## src/rtl/smp_rec_pkg.sv

```systemverilog
package smp_rec_pkg;

    typedef enum logic [2:0] {
        S_IDLE,
        S_STAT,
        S_DHI,
        S_DMID,
        S_DLO
    } frm_state_e;

    // kept width of a sample; three data bytes per record
    localparam int KEEP_W   = 24;
    localparam int REC_W    = KEEP_W + 8;

    // status byte bit positions (decoded downstream)
    localparam int ST_MFLAG = 7;
    localparam int ST_CH_HI = 5;
    localparam int ST_CH_LO = 4;
    localparam int ST_EVT   = 2;
    localparam int ST_FS    = 0;

endpackage

```

## src/rtl/smp_rec_pack.sv

```systemverilog
module smp_rec_pack
    import smp_rec_pkg::*;
(
    input  logic [KEEP_W-1:0] data_i,
    input  logic [1:0]        chan_i,
    input  logic              mflag_i,
    input  logic              event_i,
    output logic [REC_W-1:0]  rec_o
);

    localparam logic [KEEP_W-1:0] POS_FS = {1'b0, {(KEEP_W-1){1'b1}}};
    localparam logic [KEEP_W-1:0] NEG_FS = {1'b1, {(KEEP_W-1){1'b0}}};

    logic       at_fs;
    logic [7:0] status;

    always_comb begin
        at_fs            = (data_i == POS_FS) || (data_i == NEG_FS);
        status           = 8'h00;
        status[ST_MFLAG] = mflag_i;
        status[ST_CH_HI] = chan_i[1];
        status[ST_CH_LO] = chan_i[0];
        status[ST_EVT]   = event_i;
        status[ST_FS]    = at_fs;
        rec_o            = {status, data_i};
    end

endmodule

```

## src/rtl/smp_rec_pps.sv

```systemverilog
module smp_rec_pps (
    input  logic clk,
    input  logic rst_n,
    input  logic pps_in,
    input  logic take_i,     // sample captured this cycle
    input  logic ev_open_i,  // in-flight record carries event, status not yet taken
    input  logic retire_i,   // status byte of an event record accepted
    output logic pend_o,
    output logic again_o,
    output logic edge_o
);

    logic pps_q;
    logic pend_q;
    logic again_q;

    assign edge_o  = pps_in & ~pps_q;
    assign pend_o  = pend_q;
    assign again_o = again_q;

    always_ff @(posedge clk) begin
        if (!rst_n) begin
            pps_q   <= 1'b0;
            pend_q  <= 1'b0;
            again_q <= 1'b0;
        end else begin
            pps_q <= pps_in;
            if (retire_i) begin
                pend_q  <= edge_o | again_q;
                again_q <= 1'b0;
            end else begin
                pend_q  <= pend_q | edge_o;
                again_q <= again_q | (edge_o & ((take_i & pend_q) | ev_open_i));
            end
        end
    end

endmodule

```

## src/rtl/smp_rec_drop.sv

```systemverilog
module smp_rec_drop #(
    parameter int CNT_W = 8
) (
    input  logic             clk,
    input  logic             rst_n,
    input  logic             bump_i,
    output logic [CNT_W-1:0] cnt_o
);

    localparam logic [CNT_W-1:0] CNT_MAX = '1;

    always_ff @(posedge clk) begin
        if (!rst_n) begin
            cnt_o <= '0;
        end else if (bump_i && cnt_o != CNT_MAX) begin
            cnt_o <= cnt_o + 1'b1;
        end
    end

endmodule

```

## src/rtl/smp_rec_framer.sv

```systemverilog
module smp_rec_framer
    import smp_rec_pkg::*;
#(
    parameter int DATA_W = 32,
    parameter int DROP_W = 8
) (
    input  logic              clk,
    input  logic              rst_n,
    input  logic              smp_valid,
    input  logic [DATA_W-1:0] smp_word,
    input  logic [1:0]        smp_chan,
    input  logic              smp_mflag,
    input  logic              pps_in,
    output logic              byte_valid,
    input  logic              byte_ready,
    output logic [7:0]        byte_data,
    output logic [DROP_W-1:0] drop_cnt
);

    localparam int DISC_W = DATA_W - KEEP_W;

    frm_state_e state_q, state_d;

    logic [REC_W-1:0] rec_q;
    logic [REC_W-1:0] rec_new;
    logic             take;
    logic             busy_offer;
    logic             rec_ev;
    logic             ev_open;
    logic             retire;
    logic             pend;
    logic             again;
    logic             pps_edge;
    logic             unused_low;

    assign unused_low = ^smp_word[DISC_W-1:0];

    assign take       = (state_q == S_IDLE) && smp_valid;
    assign busy_offer = (state_q != S_IDLE) && smp_valid;
    assign rec_ev     = rec_q[KEEP_W + ST_EVT];
    assign ev_open    = (state_q == S_STAT) && rec_ev;
    assign retire     = ev_open && byte_ready;

    smp_rec_pack u_pack (
        .data_i  (smp_word[DATA_W-1:DISC_W]),
        .chan_i  (smp_chan),
        .mflag_i (smp_mflag),
        .event_i (pend),
        .rec_o   (rec_new)
    );

    smp_rec_pps u_pps (
        .clk       (clk),
        .rst_n     (rst_n),
        .pps_in    (pps_in),
        .take_i    (take),
        .ev_open_i (ev_open),
        .retire_i  (retire),
        .pend_o    (pend),
        .again_o   (again),
        .edge_o    (pps_edge)
    );

    smp_rec_drop #(.CNT_W(DROP_W)) u_drop (
        .clk    (clk),
        .rst_n  (rst_n),
        .bump_i (busy_offer),
        .cnt_o  (drop_cnt)
    );

    // state register
    always_ff @(posedge clk) begin
        if (!rst_n) begin
            state_q <= S_IDLE;
            rec_q   <= '0;
        end else begin
            state_q <= state_d;
            if (take) begin
                rec_q <= rec_new;
            end
        end
    end

    // next state
    always_comb begin
        state_d = state_q;
        unique case (state_q)
            S_IDLE: if (smp_valid)  state_d = S_STAT;
            S_STAT: if (byte_ready) state_d = S_DHI;
            S_DHI:  if (byte_ready) state_d = S_DMID;
            S_DMID: if (byte_ready) state_d = S_DLO;
            S_DLO:  if (byte_ready) state_d = S_IDLE;
            default:                state_d = S_IDLE;
        endcase
    end

    // outputs
    always_comb begin
        byte_valid = 1'b1;
        byte_data  = 8'h00;
        unique case (state_q)
            S_IDLE: byte_valid = 1'b0;
            S_STAT: byte_data  = rec_q[REC_W-1 -: 8];
            S_DHI:  byte_data  = rec_q[KEEP_W-1 -: 8];
            S_DMID: byte_data  = rec_q[KEEP_W-9 -: 8];
            S_DLO:  byte_data  = rec_q[7:0];
            default: byte_valid = 1'b0;
        endcase
    end

endmodule

```

## config.mk

```make
export PLATFORM = sky130hd
export DESIGN_NAME = smp_rec_framer
export DESIGN_NICKNAME = d
export VERILOG_FILES = /design/src/rtl/smp_rec_pkg.sv /design/src/rtl/smp_rec_pack.sv /design/src/rtl/smp_rec_pps.sv /design/src/rtl/smp_rec_drop.sv /design/src/rtl/smp_rec_framer.sv
export SDC_FILE = /design/constraint.sdc
export NUM_CORES = 1
export LEC_CHECK = 0
export CAP_MARGIN = 10
export CORE_MARGIN = 2
export CORE_UTILIZATION = 52
export CTS_CLUSTER_DIAMETER = 30
export DETAILED_ROUTE_END_ITERATION = 6
export GPL_TIMING_DRIVEN = 0
export MAX_ROUTING_LAYER = met4
export PLACE_DENSITY = 0.81
export SYNTH_ARGS = -nofsm -noshare
export SYNTH_HDL_FRONTEND = slang
export SYNTH_HIERARCHICAL = 1
export SYNTH_SLANG_ARGS = --single-unit
```

## constraint.sdc

```tcl
create_clock -name clk -period 2.7 [get_ports clk]
set_input_delay 0.405 -clock clk [delete_from_list [all_inputs] [get_ports clk]]
set_output_delay 0.405 -clock clk [all_outputs]
set_load 0.03 [all_outputs]
```

==> impl_metrics.json <==
{
  "root_buffer": "clkbuf_8",
  "worst_pin_slew_ns": 0.598,
  "p_sw_frac": 0.273,
  "arrival_ns": 2.24,
  "hold_ws_ns": 0.365,
  "crit_type": "reg -> out",
  "outcome": "completed",
  "period_minus_slack_ns": 2.64,
  "grt_overflow": 0,
  "syn_area_um2": 2750,
  "tns_ns": 0,
  "hold_path_depth": 3,
  "ant_nets": 0,
  "coreArea_um2": 5110,
  "ys.warnings.count": 6,
  "finClkSkew_ns": 0.00686,
  "grt_max_degree": 15,
  "wirelength_um": 6340,
  "r2r_setup_slack_ns": 0.39,
  "n_antenna_cell": 0,
  "cts-hold-fix-buffers": 0,
  "dp.final_hpwl_um": 4780,
  "regArea_um2": 921,
  "p_total_mw": 1.49,
  "clockPowerShare": 0.265,
  "num_vias": 2341,
  "clk_latency_ns": 0.30,
  "max_cap_viol_count": 0,
  "switchingPower_mw": 0.406,
  "areaGrowthSynthToFinish_pct": 22.8,
  "start_util": 0.537,
  "rows": 26,
  "fmax_ghz": 0.378,
  "grt_usage": 0.227,
  "cts-htree-levels": 2,
  "critPathCaptureType": "output pin",
  "drc": 0,
  "drive_gt1_frac": 0.169,
  "timing.rr.start": "state_q[1]$_SDFFE_PN0P_",
  "hp-class": "in -> reg",
  "multi_input_area_um2": 1430,
  "p_int_mw": 1.08,
  "worstHoldEndpoint": "rec_q[28]$_SDFFE_PN0P_",
  "rr_worst_depth": 7,
  "power_density_nw_per_um2": 441,
  "dp_cells": 425,
  "first_iter_violations": 99,
  "timing.slew.headroom": 0.598,
  "p_seq_frac": 0.503,
  "finalCritPeriodShare": 0.979,
  "pwr-share-comb": 0.231,
  "die_y_um": 76.7,
  "hold_viol_final": 0,
  "reg2reg_to": "u_drop/cnt_o[6]$_SDFFE_PN0P_",
  "cts_buffer_depth": 2,
  "cp.required_ns": 2.30,
  "synth.avg_cell_area_um2": 8.91,
  "slew_viol_final": 0,
  "clk_pin_slew_ns": 0.08,
  "syn_inst": 308,
  "grt_pass1_wl_um": 10500,
  "antenna_found_initial": 0,
  "nNetsFinal": 403,
  "path_max_fanout": 10,
  "hp-start": "smp_chan[0]",
  "first_global_vias": 2248,
  "via_per_inst": 5.42,
  "n_fill_cell": 457,
  "drtPass1Iterations": 4,
  "die_area_um2": 5880,
  "rsz0062_at_grt": "false",
  "place.gp.congestion": 0.902,
  "peakVddDrop_mv": 0.286,
  "die_x_um": 76.7,
  "io_buffers": 45,
  "cts_inserted_buffers": 5,
  "leakagePower_nw": 1.35,
  "setup_violations": 0,
  "io_pins": 57,
  "cts_tree": "yes",
  "start_kind": "register",
  "clock-sinks": 46,
  "wl_per_cell_um": 14.7,
  "fin_cells": 432
}
==> cell type report <==
class	instances	share of cell area
timing repair buffer	45	0.135
clock buffer	7	0.0226
inverter	5	0.00557
multi-input combinational	207	0.423
buffer	52	0.115
sequential	46	0.273
tap	70	0.0260
==> cells in the final DEF (no fill, tap or decap), types with 7 or more instances in the layout <==
cell type / count
nand2_1: 73
dfxtp_1: 46
clkdlybuf4s50_1: 43
mux2i_1: 41
buf_4: 34
or4bb_1: 11
nand4_1: 8
clkbuf_1: 7
==> how the worst max path moves through the flow <==
stage	startpoint	endpoint	slack, ns	cells past startpoint
2_1_floorplan	state_q[1]$_SDFFE_PN0P_	u_drop/cnt_o[6]$_SDFFE_PN0P_	0.77	7
3_3_place_gp	smp_valid	u_drop/cnt_o[6]$_SDFFE_PN0P_	0.40	5
3_5_place_dp	smp_valid	u_drop/cnt_o[6]$_SDFFE_PN0P_	0.36	5
4_1_cts	state_q[0]$_SDFFE_PN0P_	byte_data[3]	0.04	5
5_1_grt	state_q[0]$_SDFFE_PN0P_	byte_data[3]	0.01	5
6_report	state_q[2]$_SDFFE_PN0P_	byte_data[3]	0.06	4
==> power groups by stage <==
stage,logic (mW),registers [mW],clock network (mW)
floorplan,0.227,0.758,0
global placement,0.337,0.763,0
detailed placement,0.344,0.765,0
CTS,0.345,0.749,0.403
global route,0.372,0.753,0.430
finish,0.344,0.749,0.395
==> through the flow <==
step / setup WS (ns) / area [µm²] / util
floorplan: 0.765 / 2750 / -
CTS: 0.0439 / 3370 / 0.659
finish: 0.0569 / 3370 / 0.660
global placement: 0.398 / 3290 / 0.644
global route: 0.0127 / 3370 / 0.660
detailed placement: 0.360 / 3290 / 0.644
==> flip-flops by register name (all words and copies together) (netlist names) <==
name and count:
u_pps/again_o 1, u_drop/cnt_o 8, u_pps/pend_o 1, state_q 3, rec_q 32, u_pps/pps_q 1
==> critical path: stages, from the launching register on <==
cell,delay [ns]
dfxtp_1,0.36
buf_2,0.18
or4bb_1,0.52
o211ai_1,0.16
clkdlybuf4s50_1,0.72
==> timing repair <==
action | 4_1_cts | 5_1_grt
endpoints found under the setup margin | 0 | 2
setup buffers | 0 | 0
resized for setup | 0 | 2
hold endpoints to repair | 0 | 0
==> routing by layer <==
layer	share of wire	GRT usage
met2	0.49	0.381
met3	0.035	0.0400
met5	0	-
met4	0.023	0.0782
met1	0.45	0.277
Power figures use the tool's default switching activity.
